**src/rtl/msg_mailbox.sv**
```systemverilog
module msg_mailbox #(
  parameter int DEPTH = 2
) (
  input  logic        clk,
  input  logic        rst_n,
  input  logic        host_cs,
  input  logic        host_we,
  input  logic [2:0]  host_addr,
  input  logic [31:0] host_wdata,
  output logic [31:0] host_rdata,
  output logic        irq,
  output logic        eng_in_valid,
  output logic [31:0] eng_in_data,
  input  logic        eng_in_pop,
  input  logic        eng_out_push,
  input  logic [31:0] eng_out_data,
  output logic        eng_out_ready,
  input  logic        eng_wp_push,
  input  logic [30:0] eng_wp_data,
  input  logic        eng_mb_wr,
  input  logic [31:0] eng_mb_data
);

  localparam int CW = $clog2(DEPTH + 1);
  localparam int PW = (DEPTH > 1) ? $clog2(DEPTH) : 1;
  localparam int NQ = 3;
  localparam logic [CW-1:0] FULL = CW'(DEPTH);
  localparam logic [31:0] MB_INIT = 32'h0000F0F0;

  localparam logic [2:0] A_DATA = 3'd0;
  localparam logic [2:0] A_STAT = 3'd1;
  localparam logic [2:0] A_CTRL = 3'd2;
  localparam logic [2:0] A_MBOX = 3'd3;
  localparam logic [2:0] A_WTCH = 3'd4;

  logic              out_en, in_en, out_ie, in_ie;
  logic [3:0]        flags;
  logic [31:0]       mbox;

  logic [NQ-1:0]          q_push, q_pop;
  logic [NQ-1:0][31:0]    q_wdat, q_head;
  logic [NQ-1:0][CW-1:0]  q_cnt, q_nxt;

  wire host_rd = host_cs & ~host_we;
  wire host_wr = host_cs &  host_we;

  assign q_push[0] = host_wr & (host_addr == A_DATA) & in_en;
  assign q_wdat[0] = host_wdata;
  assign q_pop[0]  = eng_in_pop;

  assign q_push[1] = eng_out_push & out_en;
  assign q_wdat[1] = eng_out_data;
  assign q_pop[1]  = host_rd & (host_addr == A_DATA);

  assign q_push[2] = eng_wp_push;
  assign q_wdat[2] = {1'b0, eng_wp_data};
  assign q_pop[2]  = host_rd & (host_addr == A_WTCH);

  for (genvar i = 0; i < NQ; i++) begin : g_q
    logic [31:0]   mem [DEPTH];
    logic [PW-1:0] rp, wp;
    logic [CW-1:0] n;
    logic          do_push, do_pop;

    assign do_push = q_push[i] && (n != FULL);
    assign do_pop  = q_pop[i]  && (n != '0);

    always_ff @(posedge clk or negedge rst_n) begin
      if (!rst_n) begin
        rp <= '0;
        wp <= '0;
        n  <= '0;
      end else begin
        if (do_push) wp <= (wp == PW'(DEPTH - 1)) ? '0 : wp + 1'b1;
        if (do_pop)  rp <= (rp == PW'(DEPTH - 1)) ? '0 : rp + 1'b1;
        n <= q_nxt[i];
      end
    end

    always_ff @(posedge clk) begin
      if (do_push) mem[wp] <= q_wdat[i];
    end

    assign q_nxt[i]  = n + CW'(do_push) - CW'(do_pop);
    assign q_cnt[i]  = n;
    assign q_head[i] = (n != '0) ? mem[rp] : '0;
  end

  wire of_set = out_ie && (q_cnt[1] == '0) && (q_nxt[1] != '0);
  wire if_set = in_ie  && (q_cnt[0] != '0) && (q_nxt[0] == '0);
  wire wf_set = (q_cnt[2] == '0) && (q_nxt[2] != '0);
  wire [3:0] f_set = {wf_set, of_set, if_set, eng_mb_wr};
  wire [3:0] f_clr = (host_wr && host_addr == A_STAT) ? host_wdata[23:20] : 4'b0;

  always_ff @(posedge clk or negedge rst_n) begin
    if (!rst_n) begin
      out_en <= 1'b0;
      in_en  <= 1'b0;
      out_ie <= 1'b0;
      in_ie  <= 1'b0;
      flags  <= '0;
      mbox   <= MB_INIT;
    end else begin
      if (host_wr && host_addr == A_CTRL) begin
        out_en <= host_wdata[16];
        in_en  <= host_wdata[17];
        out_ie <= host_wdata[24];
        in_ie  <= host_wdata[25];
      end
      flags <= (flags & ~f_clr) | f_set;
      if (eng_mb_wr)                         mbox <= eng_mb_data;
      else if (host_wr && host_addr == A_MBOX) mbox <= host_wdata;
    end
  end

  wire [31:0] stat_word = {8'b0, flags,
                           q_cnt[0] != '0, q_cnt[1] != FULL,
                           q_cnt[0] != FULL, q_cnt[1] != '0, 16'b0};
  wire [31:0] ctrl_word = {6'b0, in_ie, out_ie, 6'b0, in_en, out_en, 16'b0};

  always_comb begin
    case (host_addr)
      A_DATA:  host_rdata = q_head[1];
      A_STAT:  host_rdata = stat_word;
      A_CTRL:  host_rdata = ctrl_word;
      A_MBOX:  host_rdata = mbox;
      A_WTCH:  host_rdata = (q_cnt[2] != '0) ? {1'b1, q_head[2][30:0]} : 32'b0;
      default: host_rdata = 32'b0;
    endcase
  end

  assign irq           = |flags;
  assign eng_in_valid  = q_cnt[0] != '0;
  assign eng_in_data   = q_head[0];
  assign eng_out_ready = out_en && (q_cnt[1] != FULL);

endmodule


```
**config.mk**
```make
export PLATFORM = sky130hd
export DESIGN_NAME = msg_mailbox
export DESIGN_NICKNAME = d
export VERILOG_FILES = /design/src/rtl/msg_mailbox.sv
export SDC_FILE = /design/constraint.sdc
export NUM_CORES = 1
export LEC_CHECK = 0
export BUFFER_PORTS_ARGS = -buffer_cell sky130_fd_sc_hd__buf_4
export CAP_MARGIN = 20
export CORE_ASPECT_RATIO = 0.5
export CORE_MARGIN = 2
export CORE_UTILIZATION = 33
export CTS_CLUSTER_DIAMETER = 80
export DETAILED_ROUTE_END_ITERATION = 10
export PLACE_DENSITY = 0.62
export SLEW_MARGIN = 20
export SYNTH_ARGS = -nofsm -noshare
export SYNTH_HDL_FRONTEND = slang
export SYNTH_SLANG_ARGS = --single-unit
```
**constraint.sdc**
```tcl
create_clock -name clk -period 4.3 [get_ports clk]
set_input_delay 0.645 -clock clk [delete_from_list [all_inputs] [get_ports clk]]
set_output_delay 0.645 -clock clk [all_outputs]
set_load 0.005 [all_outputs]
```
======== Word level (Yosys, flattened, before mapping) ========
Memories as Yosys holds them, arrays and structs flattened.
Cells that the tools add are included.
storage, ports and cells
  memories ................................ 3
  bits in writable memories ............... 190
  input port bits ......................... 138
  register bits after elaboration ......... 52
  word-level logic and storage cells ...... 93
cells by class
  bitwise gates (word level) .............. 11
  add/sub/neg operators ................... 12
  multiplexer cells ....................... 19
  reduce and logical (&&, ||, !) cells .... 26
  eq/ne operators ......................... 7
memories
  name        depth  bits a word  rd ports  clocked after Yosys merged registers in  write ports  line  text
  g_q[0].mem  2      32           1         0                                        1            60    logic [31:0] mem [DEPTH];
  g_q[1].mem  2      32           1         0                                        1            60
  g_q[2].mem  2      31           1         0                                        1            60
operators with widths
  kind                 number
  $mux 32              5
  $pmux 32 s5          1
  $logic_and 1x1->1    15
  $mux 1               12
  $reduce_bool 2->1    6
  $and 1x1->1          7
  $add 1x1->1 const B  6
  $add 2x1->2          3
  $eq 3x2->1 const B   2
  $logic_not 2->1      3
  $ne 2x2->1 const B   3
  $sub 2x1->2          3
  $and 4x4->4          1
  $mux 4               1
  $not 4->4            1
  $or 4x4->4           1
  $reduce_or 4->1      1
  $eq 3x1->1 const B   1
  $eq 3x3->1 const B   1
  $logic_not 3->1      1
  $not 1->1            1

======== Depth between registers and ports, before layout ========
  depth after elaboration ................. 9
  mapped depth ............................ 11

======== Least setup slack after synthesis ========
OpenSTA, ideal clock, no wires.
  kind .................................... in2reg
  from .................................... input host_addr[1]
  to ...................................... memory g_q[0].mem[0][0] (enable)
  library setup time ...................... 421 ps
  arrival ................................. 2553 ps
  required time ........................... 3879 ps
  stages .................................. 4
  setup slack ............................. 1325 ps
  cells stage by stage .................... clkbuf_1 nor2_1 nand4_1 nor2_1
on the way
  word-level cells in the longest chain between the ends .. 6
ends and longest elaborated chain
  item                          line  text
  start, declared               8     input logic [2:0] host_addr,
  $logic_not 3->1               47    assign q_push[0] = host_wr & (host_addr == A_DATA) & in_en;
  $and 1x1->1 (2 in series)     47
  $logic_and 1x1->1             65    assign do_push = q_push[i] && (n != FULL);
  $mux 1                        81    if (do_push) mem[wp] <= q_wdat[i];
  $mux 1 (implied by the code)  81
  end, declared                 60
No other way between the ends.

======== Final worst setup path ========
  from .................................... register g_q[2].rp
  to ...................................... output host_rdata[1]
on the way
  word-level cells in the longest chain between the ends .. 3
ends and longest elaborated chain
  item                    line  text
  start, declared         61    logic [PW-1:0] rp, wp;
  start signal, assigned  75    if (do_pop) rp <= (rp == PW'(DEPTH - 1)) ? '0 : rp + 1'b1;
  $mem_v2 2x31            --
  $mux 32                 127   A_WTCH: host_rdata = (q_cnt[2] != '0) ? {1'b1, q_head[2][30:0]} : 32'b0;
  $pmux 32 s5             122   case (host_addr)
  end, declared           10    output logic [31:0] host_rdata,
No other way between the ends.

==> out/metrics.yaml <==
run_status: "finished clean"
dr.pass1.iters: 5
setup_viol: 0
wl_mm: 26.4
synth_cell_types: 41
dieArea_sq_um: 31800
rsz0062_at_grt: "no"
yosysSeqAreaShare_pct: 70.1
grt_max_degree: 66
ys_warn_count: 0
p_comb_share_pct: 23.1
die_h_um: 127
worstSkewPairLatency_ns: 0.51
cts_tree: "yes"
p_leak_uw: 0.00514
seqPwrFrac_pct: 46.3
coreArea_sq_um: 30100
rows: 45
ys.flop_type: "edfxtp_1"
clock_path_buffers: 3
powerDensity_nw_per_um2: 550
synth_common_cells: "190 x edfxtp_1, 98 x mux2i_1, 65 x a21oi_1"
syn_area_per_cell_sq_um: 14.4
r2r-start: "g_q[1].n[1]$_DFF_PN0_"
grt.total_usage_pct: 15.9
yosysMostFrequentCell: "edfxtp_1"
path_clk_slew_ns: 0.07
yosys-top-cells-area: "edfxtp_1 57%, dfrtp_1 11%, mux2i_1 9.8%"
cp_max_fo: 32
p_int_uw: 4990
end_kind: "output port"
hold_viol: 0
post-route-min-period_ns: 3.21
vias_per_cell: 4.84
post_drt_wl_per_cell_um: 20.1
place_congestion: 0.859
synth_nets: 837
netlist_area_sq_um: 10000
fin_nets: 1034
route.vias.total: 6358
final_area_sq_um: 12800
slew_headroom_pct: 27.4
synthArstFlopShare_pct: 21.5
synth_top_area_share_pct: 57.0
io_pins: 205
syn_inst: 693
cts_buffers: 24
finalMaxSlewViolations: 0
area_delta_synth_final_pct: 27.5
htree_levels: 1
clock_skew_ns: 0.0126
synth-edff-count: 190
p_clk_share_pct: 30.6
synth-seq-cells: 242
seqCellArea_sq_um: 7020
antenna_found_initial: 6
switching_share_pct: 28.8
crit_arrival_ns: 2.57
grt_pass1_wl_mm: 38.4
start_util_pct: 33.3
grt.overflow.total: 0
dp_hpwl_mm: 18.9
first_iter_violations: 566
grt_pass1_vias: 6242
tns_ns: 0
ff2ff_path_depth: 11
cap_violations: 0
root_buffer: "clkbuf_16"
r2r_setup_slack_ns: 1.57
r2r_end: "flags[2]$_DFF_PN0_"
layout-drive-gt1-share_pct: 31.2
clock.fmax_mhz: 311
startpoint_type: "flip-flop"
vdd_drop_max_uv: 330
tightest_slew_ns: 1.09
ant_nets: 0
fill_cells: 2783
cts_post_setup_buffers_inserted: 0
drc: 0
power.switching_uw: 2020
hp-class: "in2async"
cts_sinks: 242
yosysTopAreaCell: "edfxtp_1"
multi_input_area_sq_um: 2770
required_ns: 3.65
finalCritPeriodShare_pct: 74.7
placed_area_sq_um: 11900
portBuffers: 204
worst-setup-path-type: "reg2out"
cts_hold_buf: 0
post_cts_resized: 0
chipWidth_um: 250
-- worst max-delay path by stage --
stage / start / end / slack (ns) / depth (start not counted)
finish: g_q[2].rp$_DFFE_PN0P_ / host_rdata[1] / 1.09 / 4
global route: g_q[2].rp$_DFFE_PN0P_ / host_rdata[1] / 0.98 / 4
floorplan: host_addr[1] / g_q[0].mem[0][0]$_DFFE_PP_ / 1.33 / 4
CTS: g_q[1].n[1]$_DFF_PN0_ / host_rdata[3] / 1.09 / 6
detailed placement: host_addr[1] / flags[2]$_DFF_PN0_ / 1.14 / 11
global placement: host_addr[1] / flags[2]$_DFF_PN0_ / 1.21 / 11
-- sequential cells by signal, summed over array words and instances (netlist names) --
register / flops
g_q.mem: 190
mbox: 32
g_q.rp: 3
in_en: 1
in_ie: 1
g_q.wp: 3
out_en: 1
g_q.n: 6
flags: 4
out_ie: 1
-- logic make-up (layout without fill, tap and decap cells) --
family / after synthesis / after routing / synth area share [%]
mux: 107 / 107 / 10.8
xor+xnor: 12 / 12 / 1.05
buf+inv: 50 / 265 / 2.55
flops: 242 / 242 / 70.1
other cells: 0 / 6 / 0
compound gates: 117 / 117 / 7.21
simple gates: 159 / 159 / 7.52
fa+ha+maj: 6 / 6 / 0.750
-- per-layer routing --
metal / wire length (um) / GRT usage (%)
met4: 914 / 6.09
met5: 0 / 0
met2: 12900 / 26.6
met1: 11600 / 21.2
met3: 1020 / 2.16
-- through the flow --
stage | hold slack [ns] | power (uW) | std cells | setup slack, ns | utilization [%]
2_1_floorplan | 0.349 | 4100 | 693 | 1.33 | -
3_3_place_gp | 0.460 | 4910 | 1263 | 1.21 | 39.6
3_5_place_dp | 0.459 | 4930 | 1263 | 1.14 | 39.6
4_1_cts | 0.189 | 7070 | 1307 | 1.09 | 42.4
5_1_grt | 0.209 | 7330 | 1312 | 0.981 | 42.4
6_report | 0.173 | 7020 | 1313 | 1.09 | 42.4
-- cell usage in the layout, fill, tap and decap left out, types with 4 or more instances in the layout --
cell type	Yosys	final
o21ai_0	4	4
edfxtp_1	190	190
o22ai_1	10	10
nand2_1	59	59
nor2_1	44	38
a21oi_1	65	65
buf_4	1	213
diode_2	0	6
xnor2_1	9	9
nor2_2	2	5
nor2b_1	33	33
dfstp_2	8	8
inv_1	8	8
clkinv_2	0	8
nand2b_1	6	6
dfrtp_1	44	41
mux2i_1	98	98
clkbuf_16	0	25
a21o_1	11	11
o221ai_1	19	19
mux2_2	9	9
ha_1	6	6
-- area by class of cell --
cell class                      count  share of cell area (%)
Tap cell                          399                    3.91
Clock inverter                     17                    1.36
Multi-Input combinational cell    401                    21.7
Sequential cell                   242                    55.0
Antenna cell                        6                   0.118
Timing Repair Buffer              213                    12.5
Clock buffer                       27                    5.12
Inverter                            8                   0.235
-- critical path, cell delays in order, from the launching register on --
cell and delay, ns:
dfrtp_2 1.07, mux2i_1 0.48, o22ai_1 0.19, a21o_1 0.18, buf_4 0.13
-- power by group through the flow --
stage                     logic, uW  clock network [uW]  registers [uW]
after detailed placement       1630                   0            3300
after CTS                      1640                2180            3250
final                          1620                2150            3250
after floorplan                1070                   0            3030
after global routing           1760                2280            3290
after global placement         1630                   0            3290
(Power assumes the default switching activity.)
